## config.mk

```make
export PLATFORM = sky130hd
export DESIGN_NAME = rxpool_fifo
export DESIGN_NICKNAME = d
export VERILOG_FILES = /design/src/rtl/rxpool_pkg.sv /design/src/rtl/rxpool_store.sv /design/src/rtl/rxpool_seg.sv /design/src/rtl/rxpool_evq.sv /design/src/rtl/rxpool_present.sv /design/src/rtl/rxpool_fifo.sv
export SDC_FILE = /design/constraint.sdc
export NUM_CORES = 2
export LEC_CHECK = 0
export ABC_AREA = 1
export BUFFER_PORTS_ARGS = -buffer_cell sky130_fd_sc_hd__buf_4
export CAP_MARGIN = 20
export CORE_MARGIN = 2
export CORE_UTILIZATION = 57
export CTS_BUF_LIST = sky130_fd_sc_hd__clkbuf_16
export DETAILED_ROUTE_END_ITERATION = 8
export HOLD_SLACK_MARGIN = 0.15
export PLACE_DENSITY = 0.75
export SYNTH_ARGS = -nofsm -noshare
export SYNTH_HDL_FRONTEND = slang
export SYNTH_HIERARCHICAL = 1
export SYNTH_SLANG_ARGS = --single-unit
```

## constraint.sdc

```tcl
create_clock -name clk -period 5.25 [get_ports clk]
set_clock_uncertainty 0.2 [all_clocks]
set_input_delay 0.525 -clock clk [delete_from_list [all_inputs] [get_ports clk]]
set_output_delay 0.525 -clock clk [all_outputs]
set_load 0.05 [all_outputs]
```

## src/rtl/rxpool_pkg.sv

```systemverilog
`timescale 1ns/1ps
package rxpool_pkg;
    localparam int BW = 8;   // byte width
    localparam int LW = 7;   // block length width, covers up to 64
    localparam int CW = 16;  // frame byte count width

    typedef logic [1:0]    thr_code_t;
    typedef logic [LW-1:0] blen_t;
    typedef logic [CW-1:0] fcnt_t;
    typedef logic [BW-1:0] byte_t;

    localparam thr_code_t THR_AT_RESET = 2'b10;

    // one queued block descriptor produced on the write side
    typedef struct packed {
        logic  is_end;   // block closes a frame
        blen_t len;      // bytes in this block
        fcnt_t total;    // frame length, valid when is_end
    } blk_ev_t;

    function automatic blen_t thr_bytes(input thr_code_t code);
        case (code)
            2'b00:   return blen_t'(4);
            2'b01:   return blen_t'(16);
            2'b10:   return blen_t'(32);
            default: return blen_t'(60);
        endcase
    endfunction
endpackage

```

## src/rtl/rxpool_store.sv

```systemverilog
`timescale 1ns/1ps
module rxpool_store
    import rxpool_pkg::*;
#(
    parameter int DEPTH = 64
) (
    input  logic            clk,
    input  logic            flush,
    input  logic            wr_valid,
    input  byte_t           wr_data,
    input  logic            rd_step,
    input  logic            rel_fire,
    input  blen_t           rel_len,
    output logic            acc,
    output byte_t           rd_data,
    output logic [$clog2(DEPTH):0] used
);
    localparam int PW = $clog2(DEPTH);
    localparam logic [PW:0] FULL_LVL = (PW+1)'(DEPTH);

    byte_t       mem [DEPTH];
    logic [PW:0] wr_ptr, rd_ptr, rel_ptr;
    logic [PW:0] rel_ext;

    assign rel_ext = (PW+1)'(rel_len);
    assign used    = wr_ptr - rel_ptr;
    assign acc     = wr_valid && (used != FULL_LVL);
    assign rd_data = mem[rd_ptr[PW-1:0]];

    always_ff @(posedge clk) begin
        if (acc) mem[wr_ptr[PW-1:0]] <= wr_data;
    end

    always_ff @(posedge clk) begin
        if (flush) begin
            wr_ptr  <= '0;
            rd_ptr  <= '0;
            rel_ptr <= '0;
        end else begin
            if (acc) wr_ptr <= wr_ptr + 1'b1;
            if (rel_fire) begin
                rel_ptr <= rel_ptr + rel_ext;
                rd_ptr  <= rel_ptr + rel_ext;
            end else if (rd_step) begin
                rd_ptr <= rd_ptr + 1'b1;
            end
        end
    end

    // unreleased bytes never exceed the pool size
    a_r9_used_bound: assert property (@(posedge clk) disable iff (flush)
        used <= FULL_LVL);
    // read pointer stays inside the unreleased region
    a_r8_rd_inside: assert property (@(posedge clk) disable iff (flush)
        (rd_ptr - rel_ptr) <= used);
endmodule

```

## src/rtl/rxpool_seg.sv

```systemverilog
`timescale 1ns/1ps
module rxpool_seg
    import rxpool_pkg::*;
(
    input  logic    clk,
    input  logic    flush,
    input  blen_t   thr,
    input  logic    acc,
    input  logic    last,
    output logic    ev_push,
    output blk_ev_t ev
);
    blen_t seg_cnt, seg_nx;
    fcnt_t frame_cnt, frm_nx;

    always_comb begin
        seg_nx   = seg_cnt + 1'b1;
        frm_nx   = frame_cnt + 1'b1;
        ev_push  = acc && (last || (seg_nx == thr));
        ev.is_end = last;
        ev.len    = seg_nx;
        ev.total  = frm_nx;
    end

    always_ff @(posedge clk) begin
        if (flush) begin
            seg_cnt   <= '0;
            frame_cnt <= '0;
        end else if (acc) begin
            if (last) begin
                seg_cnt   <= '0;
                frame_cnt <= '0;
            end else begin
                seg_cnt   <= (seg_nx == thr) ? '0 : seg_nx;
                frame_cnt <= frm_nx;
            end
        end
    end

    // a partial segment is always shorter than a block
    a_r2_seg_below_thr: assert property (@(posedge clk) disable iff (flush)
        seg_cnt < thr);
endmodule

```

## src/rtl/rxpool_evq.sv

```systemverilog
`timescale 1ns/1ps
module rxpool_evq
    import rxpool_pkg::*;
#(
    parameter int DEPTH = 64
) (
    input  logic    clk,
    input  logic    flush,
    input  logic    push,
    input  blk_ev_t din,
    input  logic    pop,
    output logic    empty,
    output blk_ev_t head
);
    localparam int QW = $clog2(DEPTH);
    localparam logic [QW:0]   Q_FULL = (QW+1)'(DEPTH);
    localparam logic [QW-1:0] Q_LAST = QW'(DEPTH-1);

    blk_ev_t       q [DEPTH];
    logic [QW-1:0] wrp, rdp;
    logic [QW:0]   cnt;

    assign empty = (cnt == '0);
    assign head  = q[rdp];

    always_ff @(posedge clk) begin
        if (push) q[wrp] <= din;
    end

    always_ff @(posedge clk) begin
        if (flush) begin
            wrp <= '0;
            rdp <= '0;
            cnt <= '0;
        end else begin
            if (push) wrp <= (wrp == Q_LAST) ? '0 : wrp + 1'b1;
            if (pop)  rdp <= (rdp == Q_LAST) ? '0 : rdp + 1'b1;
            case ({push, pop})
                2'b10:   cnt <= cnt + 1'b1;
                2'b01:   cnt <= cnt - 1'b1;
                default: cnt <= cnt;
            endcase
        end
    end

    // descriptors never overrun or underrun the queue
    a_r5_evq_no_overrun: assert property (@(posedge clk) disable iff (flush)
        (push && !pop) |-> (cnt != Q_FULL));
    a_r5_evq_no_underrun: assert property (@(posedge clk) disable iff (flush)
        pop |-> (cnt != '0));
endmodule

```

## src/rtl/rxpool_present.sv

```systemverilog
`timescale 1ns/1ps
module rxpool_present
    import rxpool_pkg::*;
(
    input  logic    clk,
    input  logic    flush,
    input  blen_t   thr,
    input  logic    ev_empty,
    input  blk_ev_t ev_head,
    input  logic    cmd_release,
    input  logic    rd_en,
    input  logic    ack_pf,
    input  logic    ack_me,
    output logic    ev_pop,
    output logic    rd_step,
    output logic    rel_fire,
    output blen_t   rel_len,
    output blen_t   rd_left,
    output logic    irq_pf,
    output logic    irq_me,
    output fcnt_t   byte_cnt,
    output blen_t   tail_cnt
);
    logic  blk_open;
    blen_t blk_len, rd_done;

    always_comb begin
        ev_pop   = !blk_open && !ev_empty;
        rel_fire = blk_open && cmd_release;
        rd_step  = blk_open && rd_en && !cmd_release && (rd_done != blk_len);
        rel_len  = blk_len;
        rd_left  = blk_open ? (blk_len - rd_done) : '0;
    end

    always_ff @(posedge clk) begin
        if (flush) begin
            blk_open <= 1'b0;
            blk_len  <= '0;
            rd_done  <= '0;
            irq_pf   <= 1'b0;
            irq_me   <= 1'b0;
            byte_cnt <= '0;
            tail_cnt <= '0;
        end else begin
            irq_pf <= (irq_pf && !ack_pf) || (ev_pop && !ev_head.is_end);
            irq_me <= (irq_me && !ack_me) || (ev_pop &&  ev_head.is_end);
            if (ev_pop) begin
                blk_open <= 1'b1;
                blk_len  <= ev_head.len;
                rd_done  <= '0;
                if (ev_head.is_end) begin
                    byte_cnt <= ev_head.total;
                    tail_cnt <= (ev_head.len == thr) ? '0 : ev_head.len;
                end
            end else if (rel_fire) begin
                blk_open <= 1'b0;
                rd_done  <= '0;
            end else if (rd_step) begin
                rd_done <= rd_done + 1'b1;
            end
        end
    end

    // reads never pass the end of the offered block
    a_r7_rd_bounded: assert property (@(posedge clk) disable iff (flush)
        rd_done <= blk_len);
    // a fresh pool-full always comes with an offered block
    a_r2_pf_has_block: assert property (@(posedge clk) disable iff (flush)
        $rose(irq_pf) |-> blk_open);
    // flags hold until their own acknowledge
    a_r6_pf_sticky: assert property (@(posedge clk) disable iff (flush)
        (irq_pf && !ack_pf) |=> irq_pf);
    a_r6_me_sticky: assert property (@(posedge clk) disable iff (flush)
        (irq_me && !ack_me) |=> irq_me);
    // published counts move only when a frame-end block is offered
    a_r11_cnt_hold: assert property (@(posedge clk) disable iff (flush)
        !(ev_pop && ev_head.is_end) |=> $stable(byte_cnt));
endmodule

```

## src/rtl/rxpool_fifo.sv

```systemverilog
`timescale 1ns/1ps
module rxpool_fifo
    import rxpool_pkg::*;
#(
    parameter int DEPTH = 64
) (
    input  logic        clk,
    input  logic        rst,
    input  logic [1:0]  thr_sel,
    input  logic        cmd_rx_reset,
    input  logic        wr_valid,
    input  logic [7:0]  wr_data,
    input  logic        wr_last,
    input  logic        rd_en,
    output logic [7:0]  rd_data,
    output logic [6:0]  rd_left,
    input  logic        cmd_release,
    input  logic        ack_pf,
    input  logic        ack_me,
    output logic        irq_pf,
    output logic        irq_me,
    output logic [15:0] byte_cnt,
    output logic [6:0]  tail_cnt,
    output logic        overflow
);
    localparam int PW = $clog2(DEPTH);

    thr_code_t   thr_q;
    blen_t       thr_b;
    logic        flush;
    logic        acc, ev_push, ev_pop, ev_empty;
    logic        rd_step, rel_fire;
    blen_t       rel_len;
    blk_ev_t     ev_in, ev_head;
    logic [PW:0] used;

    assign flush = rst || cmd_rx_reset;
    assign thr_b = thr_bytes(thr_q);

    always_ff @(posedge clk) begin
        if (rst)               thr_q <= THR_AT_RESET;
        else if (cmd_rx_reset) thr_q <= thr_sel;
    end

    always_ff @(posedge clk) begin
        if (flush)                 overflow <= 1'b0;
        else if (wr_valid && !acc) overflow <= 1'b1;
    end

    rxpool_store #(.DEPTH(DEPTH)) u_store (
        .clk(clk), .flush(flush), .wr_valid(wr_valid), .wr_data(wr_data),
        .rd_step(rd_step), .rel_fire(rel_fire), .rel_len(rel_len),
        .acc(acc), .rd_data(rd_data), .used(used)
    );

    rxpool_seg u_seg (
        .clk(clk), .flush(flush), .thr(thr_b), .acc(acc), .last(wr_last),
        .ev_push(ev_push), .ev(ev_in)
    );

    rxpool_evq #(.DEPTH(DEPTH)) u_evq (
        .clk(clk), .flush(flush), .push(ev_push), .din(ev_in),
        .pop(ev_pop), .empty(ev_empty), .head(ev_head)
    );

    rxpool_present u_pres (
        .clk(clk), .flush(flush), .thr(thr_b), .ev_empty(ev_empty),
        .ev_head(ev_head), .cmd_release(cmd_release), .rd_en(rd_en),
        .ack_pf(ack_pf), .ack_me(ack_me), .ev_pop(ev_pop), .rd_step(rd_step),
        .rel_fire(rel_fire), .rel_len(rel_len), .rd_left(rd_left),
        .irq_pf(irq_pf), .irq_me(irq_me), .byte_cnt(byte_cnt),
        .tail_cnt(tail_cnt)
    );

    // a receiver reset leaves everything visible cleared
    a_r10_rx_reset_clears: assert property (@(posedge clk) disable iff (rst)
        cmd_rx_reset |=> (!irq_pf && !irq_me && !overflow &&
                          byte_cnt == '0 && tail_cnt == '0 && rd_left == '0));
    // overflow is sticky until a reset of some kind
    a_r9_overflow_sticky: assert property (@(posedge clk) disable iff (flush)
        overflow |=> overflow);
endmodule

```

---- Word-level counts from Yosys, hierarchy flattened ----
Memory sizes are Yosys's and may differ from the RTL's. A register that Yosys moved wholly into a read port is not among the register bits.
Index checks and enable logic that the tools add are counted.
word-level totals
  register bits ........................... 106
  memory bits (writable) .................. 2048
  input bits .............................. 19
  output and inout bits ................... 41
  logic and storage cells ................. 92
  memories kept ........................... 2
memories
  name         depth  width  read ports  clocked after Yosys merged registers in  write ports  RTL line            source
  u_evq.q      64     24     1           1                                        1            rxpool_evq.sv:19    blk_ev_t q [DEPTH];
  u_store.mem  64     8      1           1                                        1            rxpool_store.sv:21  byte_t mem [DEPTH];
operators by class
  add/sub/neg operators ................... 12
  eq/ne operators ......................... 10
  multiplexer cells ....................... 21
  reduce and logical (&&, ||, !) cells .... 30
operators with widths
  operator                                                               number
  7-bit two-way mux                                                      6
  6-bit two-way mux                                                      6
  7-bit by 1-bit adder with 7-bit output, second input constant          5
  6-bit one-hot mux with 3 select lines                                  1
  16-bit by 1-bit adder with 16-bit output, second input constant        1
  16-bit two-way mux                                                     1
  7-bit by 6-bit equality test with 1-bit output                         2
  7-bit one-hot mux with 2 select lines                                  1
  7-bit subtractor                                                       2
  6-bit by 1-bit adder with 6-bit output, second input constant          2
  6-bit equality test, second input constant                             2
  1-bit logical AND                                                      12
  7-bit adder                                                            1
  1-bit zero test                                                        7
  7-bit zero test                                                        1
  7-bit inequality test                                                  1
  7-bit inequality test, second input constant                           1
  7-bit by 1-bit subtractor with 7-bit output, second input constant     1
  1-bit two-way mux                                                      6
  2-bit nonzero test                                                     3
  2-bit by 1-bit equality test with 1-bit output, second input constant  2
  2-bit equality test, second input constant                             2
  1-bit logical OR                                                       4
  3-bit OR reduction                                                     1
  2 further kinds                                                        2

---- Longest topological paths before layout ----
  word-level depth ........................ 7
  depth in mapped cells ................... 31
  depth with buffers taken out ............ 28

---- Modules after synthesis ----
The synthesis kept the hierarchy.
by module, submodules not included
  module          instances  cells an instance  area an instance (um2)  seq. area each (um2)
  rxpool_evq      1          5391               63515.9                 46624.7
  rxpool_store    1          2024               22512.8                 15895.2
  rxpool_present  1          272                1971.9                  800.8
  rxpool_seg      1          232                1529.0                  460.4
  rxpool_fifo     1          24                 180.2                   60.1

---- Least setup slack after synthesis ----
OpenSTA, ideal clock, no wires.
  path type ............................... register to register
  from .................................... register u_seg.seg_cnt[0]
  to ...................................... memory u_evq/q[41][0] (netlist bit) (enable)
  setup time .............................. 0.435 ns
  data arrival time ....................... 4.633 ns
  required time ........................... 4.615 ns
  slack ................................... -0.019 ns
  stages on the path, launching flop included .. 15
  buffers on the path ..................... 1
  period minus slack after synthesis ...... 5.269 ns
  cells stage by stage .................... dfxtp_1 -> inv_1 -> nor2_4 -> nand2_2 -> nand2_2 -> nand2_1 -> nand2_1 -> nor2_2 -> nand2_4 -> a21oi_1 -> clkbuf_1 -> inv_1 -> nor3_1 -> inv_1 -> nor3_1
RTL lines
  element                 RTL line          source
  from (decl)             rxpool_seg.sv:13  blen_t seg_cnt, seg_nx;
  from (signal assigned)  rxpool_seg.sv:34  seg_cnt <= (seg_nx == thr) ? '0 : seg_nx;
  to (decl)               rxpool_evq.sv:19

---- Final worst setup path ----
  from .................................... register u_store.wr_ptr[0]
  to ...................................... memory u_evq/q[52][18] (netlist bit) (enable)
on the way
  word-level cells in the longest chain between the ends .. 6
ends and longest elaborated chain
  element                                  RTL line            source
  from (decl)                              rxpool_store.sv:22  logic [PW:0] wr_ptr, rd_ptr, rel_ptr;
  from (signal assigned)                   rxpool_store.sv:40  if (acc) wr_ptr <= wr_ptr + 1'b1;
  7-bit subtractor                         rxpool_store.sv:26  assign used = wr_ptr - rel_ptr;
  net used[4]                              rxpool_fifo.sv:35   logic [PW:0] used;
  7-bit inequality test                    rxpool_store.sv:27  assign acc = wr_valid && (used != FULL_LVL);
  1-bit logical AND                        rxpool_store.sv:27
  net acc                                  rxpool_fifo.sv:31   logic acc, ev_push, ev_pop, ev_empty;
  1-bit logical AND                        rxpool_seg.sv:19    ev_push = acc && (last || (seg_nx == thr));
  net ev_push                              rxpool_fifo.sv:31
  1-bit two-way mux                        rxpool_evq.sv:27    if (push) q[wrp] <= din;
  1-bit two-way mux (not written as such)  rxpool_evq.sv:27
The timed path passes the listed nets, and every way through them passes these cells.

==> results.cfg <==
[global_routing]
grt_max_degree = 176
track_usage_pct = 29.1
first_global_vias = 57600
grt_pass1_wl_um = 354000
grt_overflow = 0
antenna_found_initial = 4

[clock_tree]
cts_buffers = 207
cts_setup_buffers = 0
cts_buffer_depth = 3
cts_sinks = 2165
cts_tree = done
cts_max_level = 4
clkLatencyLatePin_ps = 850
cts.reportedPaths.clkPinSlew_ps = 60
cts_root_buf = clkbuf_16

[floorplanning]
io_pins = 60
die_w_um = 401
rows = 145
initial_core_util_pct = 57.4
die_area_mm2 = 0.161
die_h_um = 401
core_mm2 = 0.156

[route]
vias = 61400
wl_per_cell_um = 23.4
routed_via_density = 6.03
first_iter_violations = 8839
route.detailed.drc = 2
dr.pass1.iters = 9
ant_nets = 0
drt_wl_total_um = 238000

[setup_path]
cp_slowest_cell = nand2_1
worst-r2r-setup-slack_ps = 200
cp.required_ps = 5530
path_class = flip-flop to flip-flop
critPathCaptureType = flip-flop
path_cells = inv_1, ha_1, fa_1, inv_1, nand2_1, nand2_1, nand2_1, nand2_2, nor2_2, nand3_2, nand2_2, inv_6, inv_1, a21oi_1, inv_1, nor2_1, nand2_1, nor2_2, buf_4
regToRegStartpoint = u_store/wr_ptr[0]
r2r_end = u_evq/q[52][18]
critPathMaxFanout = 24
startpoint_type = flip-flop
crit_arrival_ps = 5330
slowest_delay_ps = 690
r2r_cells = 19

[status]
status = complete, but fails checks
violations = DRC

[placed_design]
gp_congestion = 0.952
io_buffers = 59
dpl.hpwl_um = 139000

[timing]
fin_hold_ws_ps = 265
hold_viol_final = 0
fmax_ghz = 0.198
max_slew_margin_pct = 22.2
setup_violations = 0
worst_pin_slew_ps = 1170
tns_ps = 0
grt_setup_unrepaired = false
min_period_ps = 5050
drv_slew = 0
fin_crit_sh_pct = 96.2

[logic_synthesis]
synth_area_mm2 = 0.0897
synth_warnings = 6
netlist_instances = 7939
synth.avg_cell_area_um2 = 11.3

[finish]
nNetsFinal = 8005
syn_to_final_growth_pct = 10.2
mostFrequentLayoutCells = nand2_1, edfxtp_1, nand3_1, buf_4, clkbuf_16
drive_gt1_share_pct = 8.33
nFillCells = 11400
utilization_pct = 63.3
final_common_cell = nand2_1

[power_and_ir_drop]
p_leak_nw = 36.9
peakVddDrop_uv = 387
powerDensity_mw_per_mm2 = 413

[job]
cap_violations = 0

[hold_path]
min_to = thr_q[1]
holdPathStages = 4
hold_start = thr_sel[1]
hold_path.class = input pin to flip-flop
==> registers in the layout, indices dropped and copies added (netlist names), named ones only <==
| register | flops |
|---|---|
| u_evq/q | 1536 |
| u_store/mem | 512 |
| u_pres/byte_cnt | 16 |
| u_seg/frame_cnt | 16 |
| u_evq/cnt | 7 |
| u_pres/rd_done | 7 |
| u_pres/rel_len | 7 |
| u_pres/tail_cnt | 7 |
| u_seg/seg_cnt | 7 |
| u_store/rel_ptr | 7 |
| u_store/wr_ptr | 7 |
| u_evq/rdp | 6 |
| u_evq/wrp | 6 |
| u_store/rd_ptr | 6 |
| thr_q | 2 |
| overflow | 1 |
| u_pres/blk_open | 1 |
| u_pres/irq_me | 1 |
| u_pres/irq_pf | 1 |
==> worst max path at each step <==
stage	start	endpoint	slack, ps
global route	u_store/wr_ptr[0]	u_evq/q[52][22]	7
detailed placement	u_store/wr_ptr[0]	u_evq/q[36][17]	350
global placement	u_store/wr_ptr[0]	u_evq/q[36][14]	480
floorplan	u_seg/seg_cnt[0]	u_evq/q[41][0]	-20
CTS	u_store/wr_ptr[0]	u_evq/q[36][14]	300
finish	u_store/wr_ptr[0]	u_evq/q[52][18]	200
==> worst max-delay path, delay by kind of cell, from the launching register on <==
kind | cells | cell delay, ps
AO/OA/AOI/OAI | 1 | 170
adder cells (fa/ha/maj) | 2 | 640
buffers and inverters | 6 | 1190
flip-flops | 1 | 460
AND/OR/NAND/NOR | 10 | 2020
==> area by class of cell <==
| cell class | count | area, µm² | area share (%) |
|---|---|---|---|
| flip-flops and latches | 2165 | 63900 | 64.6 |
| diodes | 2 | 5.00 | 0.00506 |
| inverters | 173 | 702 | 0.710 |
| multi-input cells | 5143 | 22900 | 23.2 |
| clock buffers | 208 | 5200 | 5.27 |
| well taps | 2058 | 2570 | 2.61 |
| repair buffers | 262 | 2290 | 2.31 |
| clock inverters | 180 | 1250 | 1.26 |
==> stage by stage <==
step	instances	cell area [µm²]	setup slack, ps	power [mW]
after floorplan	7947	89700	-18.5	24.9
after global placement	9779	92100	485	26.7
after detailed placement	9781	92200	348	26.8
after CTS	10200	98800	302	40.7
after global routing	10200	98800	6.98	42.1
final	10200	98800	201	40.8
==> timing repair <==
item | CTS | global route
hold buffers | 20 | 0
setup endpoints to repair | 0 | 17
hold endpoints to repair | 558 | 0
resized for setup | 0 | 1
==> power by group <==
group / switching (mW) / internal (mW)
Combinational: 5.65 / 1.91
Clock: 6.45 / 7.64
Sequential: 0.264 / 18.9
Total: 12.4 / 28.4
==> routing by layer <==
metal	part of all wire [%]	up-vias	track usage, %
met5	0.0029	-	0
met4	5.4	2	14.3
met3	11	622	5.29
met2	47	3894	46.0
met1	37	29300	39.4
li1	-	27600	-
Note: power is estimated with default switching activity, not from simulation.
